--- config.mk ---
export PLATFORM = sky130hd
export DESIGN_NAME = lvt_countdown_timer
export DESIGN_NICKNAME = d
export VERILOG_FILES = /design/src/rtl/lt_pkg.sv /design/src/rtl/lt_regs.sv /design/src/rtl/lt_prescaler.sv /design/src/rtl/lt_counter.sv /design/src/rtl/lvt_countdown_timer.sv
export SDC_FILE = /design/constraint.sdc
export NUM_CORES = 1
export LEC_CHECK = 0
export BUFFER_PORTS_ARGS = -buffer_cell sky130_fd_sc_hd__buf_2
export CORE_UTILIZATION = 55
export DETAILED_ROUTE_END_ITERATION = 8
export PLACE_DENSITY = 0.77
export SLEW_MARGIN = 10
export SYNTH_ARGS = -nofsm -noshare
export SYNTH_HDL_FRONTEND = slang
export SYNTH_SLANG_ARGS = --single-unit
--- constraint.sdc ---
create_clock -name clk -period 10.45 [get_ports clk]
set_input_delay 1.045 -clock clk [delete_from_list [all_inputs] [get_ports clk]]
set_output_delay 1.045 -clock clk [all_outputs]
set_load 0.02 [all_outputs]
--- src/rtl/lt_pkg.sv ---
package lt_pkg;
  localparam int REG_ADDR_W = 2;
  localparam logic [REG_ADDR_W-1:0] A_ENTRY = 2'd0;
  localparam logic [REG_ADDR_W-1:0] A_START = 2'd1;
  localparam logic [REG_ADDR_W-1:0] A_COUNT = 2'd2;
  localparam logic [REG_ADDR_W-1:0] A_DIV   = 2'd3;
  localparam int VEC_W     = 8;
  localparam int MASK_BIT  = 16;
  localparam int PER_BIT   = 17;
  localparam int SHIFT_W   = 3;

  typedef struct packed {
    logic             periodic;
    logic             mask;
    logic [VEC_W-1:0] vector;
  } lt_entry_t;

  // Divide code {b3,b1,b0}: 3'b111 -> shift 0, else shift = code + 1
  function automatic logic [SHIFT_W-1:0] div_to_shift(input logic [3:0] cfg);
    logic [2:0] code;
    code = {cfg[3], cfg[1], cfg[0]};
    if (code == 3'b111) return '0;
    return code + 3'd1;
  endfunction

  function automatic logic [31:0] entry_to_word(input lt_entry_t e);
    logic [31:0] w;
    w = '0;
    w[VEC_W-1:0] = e.vector;
    w[MASK_BIT]  = e.mask;
    w[PER_BIT]   = e.periodic;
    return w;
  endfunction
endpackage

--- src/rtl/lt_regs.sv ---
module lt_regs
  import lt_pkg::*;
#(
  parameter int CNT_W = 32
) (
  input  logic                  clk,
  input  logic                  rst_n,
  input  logic                  reg_we,
  input  logic [REG_ADDR_W-1:0] reg_addr,
  input  logic [31:0]           reg_wdata,
  input  logic [CNT_W-1:0]      cur_count,
  output logic [31:0]           reg_rdata,
  output lt_entry_t             entry,
  output logic [CNT_W-1:0]      start_val,
  output logic [SHIFT_W-1:0]    shift,
  output logic                  load_evt
);
  logic [3:0] div_cfg;
  logic       unused_wbits;

  assign unused_wbits = ^{reg_wdata[31:18], reg_wdata[15:8], reg_wdata[2]};
  assign load_evt = reg_we && (reg_addr == A_START);

  always_ff @(posedge clk) begin
    if (!rst_n) begin
      entry     <= '{periodic: 1'b0, mask: 1'b1, vector: '0};
      start_val <= '0;
      div_cfg   <= '0;
      shift     <= '0;
    end else if (reg_we) begin
      case (reg_addr)
        A_ENTRY: begin
          entry.vector   <= reg_wdata[VEC_W-1:0];
          entry.mask     <= reg_wdata[MASK_BIT];
          entry.periodic <= reg_wdata[PER_BIT];
        end
        A_START: start_val <= reg_wdata[CNT_W-1:0];
        A_DIV: begin
          div_cfg <= {reg_wdata[3], 1'b0, reg_wdata[1:0]};
          shift   <= div_to_shift(reg_wdata[3:0]);
        end
        default: ;
      endcase
    end
  end

  always_comb begin
    reg_rdata = '0;
    case (reg_addr)
      A_ENTRY: reg_rdata = entry_to_word(entry);
      A_START: reg_rdata[CNT_W-1:0] = start_val;
      A_COUNT: reg_rdata[CNT_W-1:0] = cur_count;
      A_DIV:   reg_rdata[3:0] = div_cfg;
      default: reg_rdata = '0;
    endcase
  end
endmodule

--- src/rtl/lt_prescaler.sv ---
module lt_prescaler
  import lt_pkg::*;
#(
  parameter int SW = SHIFT_W
) (
  input  logic          clk,
  input  logic          rst_n,
  input  logic          clear,
  input  logic [SW-1:0] shift,
  output logic          tick
);
  localparam int PW = (1 << SW) - 1;
  logic [PW-1:0] phase;
  logic [PW-1:0] limit;

  assign limit = PW'((1 << shift) - 1);
  assign tick  = (phase >= limit);

  always_ff @(posedge clk) begin
    if (!rst_n || clear) phase <= '0;
    else if (tick)       phase <= '0;
    else                 phase <= phase + 1'b1;
  end
endmodule

--- src/rtl/lt_counter.sv ---
module lt_counter #(
  parameter int CNT_W = 32
) (
  input  logic             clk,
  input  logic             rst_n,
  input  logic             load,
  input  logic [CNT_W-1:0] load_val,
  input  logic [CNT_W-1:0] start_val,
  input  logic             tick,
  input  logic             periodic,
  input  logic             mask,
  output logic [CNT_W-1:0] cur_count,
  output logic             expire_evt,
  output logic             fire
);
  logic armed;

  assign expire_evt = tick && armed && (cur_count == '0) && !load;
  assign fire       = expire_evt && !mask;

  always_ff @(posedge clk) begin
    if (!rst_n) begin
      cur_count <= '0;
      armed     <= 1'b0;
    end else if (load) begin
      cur_count <= load_val;
      armed     <= (load_val != '0);
    end else if (tick && armed) begin
      if (cur_count != '0)  cur_count <= cur_count - 1'b1;
      else if (periodic)    cur_count <= start_val;
      else                  armed     <= 1'b0;
    end
  end
endmodule

--- src/rtl/lvt_countdown_timer.sv ---
module lvt_countdown_timer
  import lt_pkg::*;
#(
  parameter int CNT_W = 32
) (
  input  logic        clk,
  input  logic        rst_n,
  input  logic        reg_we,
  input  logic [1:0]  reg_addr,
  input  logic [31:0] reg_wdata,
  output logic [31:0] reg_rdata,
  output logic        irq_pulse,
  output logic [7:0]  irq_vector
);
  lt_entry_t          entry;
  logic [CNT_W-1:0]   start_val;
  logic [CNT_W-1:0]   cur_count;
  logic [SHIFT_W-1:0] shift;
  logic               load_evt;
  logic               tick;
  logic               expire_evt;
  logic               fire;

  lt_regs #(.CNT_W(CNT_W)) u_regs (
    .clk, .rst_n, .reg_we, .reg_addr, .reg_wdata,
    .cur_count, .reg_rdata, .entry, .start_val, .shift, .load_evt
  );

  lt_prescaler #(.SW(SHIFT_W)) u_pre (
    .clk, .rst_n, .clear(load_evt), .shift, .tick
  );

  lt_counter #(.CNT_W(CNT_W)) u_cnt (
    .clk, .rst_n, .load(load_evt), .load_val(reg_wdata[CNT_W-1:0]),
    .start_val, .tick, .periodic(entry.periodic), .mask(entry.mask),
    .cur_count, .expire_evt, .fire
  );

  always_ff @(posedge clk) begin
    if (!rst_n) begin
      irq_pulse  <= 1'b0;
      irq_vector <= '0;
    end else begin
      irq_pulse <= fire;
      if (fire) irq_vector <= entry.vector;
    end
  end
endmodule

After elaboration in Yosys (flattened, before gate mapping)
Index checks and enable logic that the tools add are counted.
{"block": "classes", "n_addsub": 4, "multipliers": 0, "div_mod_pow": 0, "n_lt_le_gt_ge": 1, "eq_ne": 6, "shifts": 1, "muxes": 16, "bitwise_logic": 0, "n_reduce_logical": 21}
{"cell": "32-bit two-way mux", "count": 4}
{"cell": "28-bit one-hot mux with 3 select lines", "count": 1}
{"cell": "32-bit nonzero test", "count": 2}
{"cell": "32-bit zero test", "count": 1}
{"cell": "32-bit by 1-bit subtractor with 32-bit output (second input constant)", "count": 1}
{"cell": "4-bit one-hot mux with 4 select lines", "count": 1}
{"cell": "1-bit two-way mux", "count": 8}
{"cell": "2-bit AND reduction", "count": 4}
{"cell": "7-bit by 1-bit adder with 7-bit output (second input constant)", "count": 1}
{"cell": "7-bit greater-or-equal comparator", "count": 1}
{"cell": "1-bit by 3-bit << shifter with 7-bit output (first input constant)", "count": 1}
{"cell": "7-bit by 2-bit subtractor with 7-bit output (second input constant)", "count": 1}
{"cell": "3-bit two-way mux", "count": 2}
{"cell": "1-bit logical AND", "count": 5}
{"cell": "2-bit equality test (second input constant)", "count": 2}
{"cell": "2-bit by 1-bit inequality test with 1-bit output (second input constant)", "count": 2}
{"cell": "3-bit by 1-bit adder with 3-bit output (second input constant)", "count": 1}
{"cell": "3-bit equality test (second input constant)", "count": 1}
{"cell": "1-bit zero test", "count": 3}
{"cell": "3-bit AND reduction", "count": 1}
{"cell": "3-bit nonzero test", "count": 1}
{"cell": "2-bit by 1-bit equality test with 1-bit output (second input constant)", "count": 1}
{"cell": "2-bit zero test", "count": 1}
{"cell": "2-bit nonzero test", "count": 1}
{"cell": "2 further kinds", "count": 2}
{"block": "totals", "register_bits": 97, "latch_bits": 0, "ram_bits": 0, "rom_bits": 0, "inputBits": 37, "out_inout_bits": 41, "elab_cells": 60, "memories": 0}

Depth between registers and ports, before layout
{"block": "depth", "word_depth": 7, "depth_mapped": 15, "depth_no_buf": 13}

Hierarchy
From an unflattened synthesis, not the netlist that was laid out.
{"block": "unflattened", "cells_unflattened": 662, "area_unflattened_um2": 5674.2}
{"module": "lt_counter", "instances": 1, "cells_each": 335, "area_per_inst_um2": 2558.7, "seq_area_each_um2": 660.6}
{"module": "lt_regs", "instances": 1, "cells_each": 248, "area_per_inst_um2": 2338.5, "seq_area_each_um2": 960.9}
{"module": "lt_prescaler", "instances": 1, "cells_each": 52, "area_per_inst_um2": 447.9, "seq_area_each_um2": 140.1}
{"module": "lvt_countdown_timer", "instances": 1, "cells_each": 27, "area_per_inst_um2": 329.1, "seq_area_each_um2": 180.2}

Worst setup path after synthesis
OpenSTA, ideal clock, no wires.
{"block": "synth_timing", "kind": "register -> register", "startpoint": "register u_regs.shift[0]", "endpoint": "register u_cnt.cur_count[9]", "arrival_ps": 3396, "slack_ps": 6923, "path_stages_with_launch": 16, "path_buffers": 3, "synth_period_minus_slack_ps": 3527, "cell_sequence": "dfxtp_1 clkbuf_1 or3_1 ha_1 clkbuf_1 nor3_1 a21oi_1 o21a_1 ha_1 a21o_1 a221o_1 a41oi_1 o21ai_1 clkbuf_1 o21ai_0 a21oi_1"}
{"block": "synth_via", "elab_chain_len": 6}
{"element": "from (decl)", "line": "lt_regs.sv:15", "source": "output logic [SHIFT_W-1:0] shift,"}
{"element": "from (signal assigned)", "line": "lt_regs.sv:40", "source": "shift <= div_to_shift(reg_wdata[3:0]);"}
{"element": "1-bit by 3-bit << shifter with 7-bit output", "line": "lt_prescaler.sv:16", "source": "assign limit = PW'((1 << shift) - 1);"}
{"element": "7-bit by 2-bit subtractor with 7-bit output", "line": "lt_prescaler.sv:16"}
{"element": "7-bit greater-or-equal comparator", "line": "lt_prescaler.sv:17", "source": "assign tick = (phase >= limit);"}
{"element": "1-bit logical AND", "line": "lt_counter.sv:28", "source": "end else if (tick && armed) begin"}
{"element": "2-bit nonzero test (no line)"}
{"element": "2-bit AND reduction (no line)"}
{"element": "to (signal assigned)", "line": "lt_counter.sv:26", "source": "cur_count <= load_val;"}
{"element": "to (signal assigned)", "line": "lt_counter.sv:29", "source": "if (cur_count != '0) cur_count <= cur_count - 1'b1;"}
{"element": "to (signal assigned)", "line": "lt_counter.sv:30", "source": "else if (periodic) cur_count <= start_val;"}
{"element": "to (decl)", "line": "lt_counter.sv:12", "source": "output logic [CNT_W-1:0] cur_count,"}
No other way between the ends.
A chain may end at the register's enable or synchronous reset.

Final worst setup path
{"block": "layout_timing", "startpoint": "register u_regs.shift[2]", "endpoint": "register u_cnt.cur_count[8]"}
The elaborated chain is that of the path after synthesis.

==> flow_summary_export.csv <==
group,metric,value,unit
route,ant_nets,0,
synth,synthMuxAreaShare,6.69,%
sta,holdWs,0.465,ns
global_route,grt.total_usage,31.5,%
synth,synthFlopType,"dfxtp_1",
finish,finalNonFillerCells,878,
floorplanning,rows,36,
critical_path,worstSetupStartpointType,"flip-flop",
place,dp.cells,862,
synth,synth_edf_count,0,
pwr,power.share.switching,36.7,%
sta,slew_viol_final,0,
critical_path,crit_chain,"or3_1, ha_1, nor3_1, a21oi_1, o21a_1, ha_1, a21o_1, a221o_1, a41oi_1, o21ai_1, o21ai_0, a41oi_1",
pwr,sequentialPowerShare,44.7,%
clocking,clock_latency,0.39,ns
global_route,antenna_found_initial,0,
synth,synth_top_area_cell,"dfxtp_1",
critical_path,critPathRequiredTime,10.66,ns
route,wire_per_inst,18.0,um
sta,period_needed,4.08,ns
clocking,cts_hold_buffers,0,
pwr,power_density,152,mW/mm2
floorplanning,die_area,0.0105,mm2
finish,nNetsFinal,791,
route,drt-total-wl,15800,um
critical_path,cp_top_family,"compound AO/OA/AOI/OAI gates",
synth,synth_top_area_share,35.1,%
sta,final-setup-viol-count,0,
critical_path,r2r-start,"u_regs.shift[2]",
synth,syn_inst,695,
critical_path,worstPathArrival,4.29,ns
critical_path,crit_path_max_incr_delay,0.61,ns
synth,synth_fp_nets,746,
worst_hold_path,hold_end,"u_pre.phase[0]",
critical_path,end_kind,"flip-flop",
finish,final_cell_mix,"nand2_1, dfxtp_1, buf_2",
sta,finalCritPeriodShare,39.0,%
finish,layout-drive-gt1-share,16.0,%
clocking,numCtsBuffers,9,
synth,synthXorXnorAreaFrac,3.00,%
floorplanning,dieWidth,102,um
floorplanning,die_h,102,um
clocking,clk_pin_slew,0.09,ns
critical_path,worstReg2RegEnd,"u_cnt.cur_count[8]",
synth,synth_seq_cells,97,
pwr,clkPwrFrac,25.5,%
clocking,cts_tree,"built",
pwr,p_int,588,uW
global_route,grt_pass1_wl,25500,um
route,routed_via_density,6.40,
place,routabilityCongestion,0.913,
finish,fin_util,62.6,%
sta,tns,0,ns
critical_path,worst-setup-path-type,"reg2reg",
synth,async_flop_share,0,%
route,dr_total_vias,5621,
critical_path,cp_max_fo,16,
floorplanning,io_pins,78,
sta,clock_skew,0.0171,ns
critical_path,cp.buffers_inverters,0,
clocking,clock-sinks,97,
clocking,cts.path.max_buffers,2,
finish,final_common_cell,"nand2_1",
global_route,grt-ovfl-total,0,
clocking,cts_resized,0,
worst_hold_path,hold_path_class,"reg2reg",
floorplanning,start_util,56.7,%
place,dp_hpwl,10800,um
synth,synth_cell_types,65,
sta,maxSlewHeadroom,23.7,%
pwr,share_comb_of_total_power,29.8,%
pwr,p_leak,0.00241,uW
clocking,root_buffer,"clkbuf_8",
place,portBuffers,77,
synth,synth_top_family_by_area,"simple AND/OR/NAND/NOR gates",
clocking,cts_setup_buffers,0,
pwr,switching_power,342,uW
synth,yosys.area_share.simple,26.0,%
route,drtIter0Drc,472,
critical_path,timing.reg2reg.setup_slack,6.37,ns
floorplanning,coreArea,0.00977,mm2
sta,rsz0062_at_grt,"false",
synth,syn_area_per_cell,7.97,um2
critical_path,crit_slowest_cell,"a41oi_1",
sta,hold_viol_final,0,
global_route,grt_pass1_vias,5078,
finish,antennaDiodeCount,0,
finish,area_growth,10.4,%
synth,yosys-top-cells-area,"dfxtp_1, nand2_1, a21oi_1, mux2i_1, nor2_1",
synth,synthAdderAreaFrac,3.16,%
sta,tightestPinTransition,1.14,ns
synth,ys_warn_count,0,
outcome,status,"finished, final reports clean",
clocking,htree_levels,3,
place,dp_slack,6.46,ns
synth,synth_area,0.00554,mm2
route,drt-pass1-iter-count,5,
worst_hold_path,hp-start,"u_pre.phase[0]",
worst_hold_path,min_path_cells,1,
flow_run,drv_cap,0,
global_route,grt_max_degree,72,
route,drc,0,
synth,synth_compound_area_share,21.9,%
sta,layout_setup_ws,6.37,ns
critical_path,reg2reg_depth,12,
synth,yosysSeqAreaShare,35.1,%
sta,fmax,0.245,GHz
pwr,vdd_drop_max,79.8,uV
per-layer routing:
| metal | vias to the layer above | track usage [%] | share of wire, % |
|---|---|---|---|
| met5 | - | 0 | 0 |
| met1 | 2662 | 42.2 | 44 |
| met3 | 57 | 4.38 | 6.8 |
| met4 | 0 | 14.7 | 3.3 |
| li1 | 2648 | - | - |
| met2 | 254 | 50.1 | 46 |
cell type report:
type	count	area, um2
fillers	882	3660
repair buffers	82	423
clock inverters	5	30.0
flip-flops and latches	97	1940
inverters	8	30.0
clock buffers	11	151
well taps	133	166
multi-input cells	542	3370
cell families after synthesis:
logic type	count (synthesis)
simple gates	292
buf+inv	56
flops	97
compound gates	184
fa+ha+maj	14
mux	33
xor+xnor	19
per-stage QoR:
step                total power [uW]  instance area (um2)
CTS                              922                 6120
finish                           930                 6120
global placement                 686                 5930
floorplan                        623                 5540
detailed placement               694                 5930
global route                     972                 6120
power by group through the flow:
stage	sequential [uW]	clock, uW	combinational, uW
finish	416	237	277
global route	419	251	302
CTS	415	236	272
detailed placement	424	0	270
global placement	422	0	264
floorplan	413	0	210
worst register-to-register path, cell delays in order, from the launching register on:
cell and delay, ns:
dfxtp_1 0.38, or3_1 0.43, ha_1 0.29, nor3_1 0.20, a21oi_1 0.07, o21a_1 0.17
ha_1 0.30, a21o_1 0.19, a221o_1 0.33, a41oi_1 0.61, o21ai_1 0.57, o21ai_0 0.32
a41oi_1 0.06
cell usage after synthesis, types with 3 or more instances:
master,number
nand2_1,106
dfxtp_1,97
nor2_1,66
a21oi_1,63
o21ai_0,33
clkbuf_1,32
mux2i_1,28
a22o_1,22
nand3_1,20
nor3_1,18
nor4_1,18
ha_1,14
nand4_1,13
a31oi_1,12
xnor2_1,12
a211o_1,9
or3_1,9
a41oi_1,7
and2_1,7
and3_1,7
buf_1,7
inv_1,7
xor2_1,7
buf_2,5
o211ai_1,5
or4_1,5
nor2b_1,4
nor3b_1,4
o31ai_1,4
a211oi_1,3
mux4_2,3
nor4b_1,3
worst max path at each step:
stage	to	startpoint	cells past startpoint	slack [ns]
after CTS	u_cnt.cur_count[8]	u_regs.shift[2]	12	6.44
after global routing	u_cnt.cur_count[19]	u_regs.shift[2]	12	6.01
after detailed placement	u_cnt.cur_count[8]	u_regs.shift[2]	12	6.46
after floorplan	u_cnt.cur_count[9]	u_regs.shift[0]	15	6.92
final	u_cnt.cur_count[8]	u_regs.shift[2]	12	6.37
after global placement	reg_rdata[8]	reg_addr[1]	5	6.58
flip-flops by register name, indices dropped and copies added, names as in the netlist:
name              flops
u_pre.phase           7
u_regs.start_val     32
irq_pulse             1
u_regs.entry         10
u_regs.shift          3
u_cnt.cur_count      32
irq_vector            8
u_cnt.armed           1
u_regs.div_cfg        3
(Power assumes the default switching activity.)
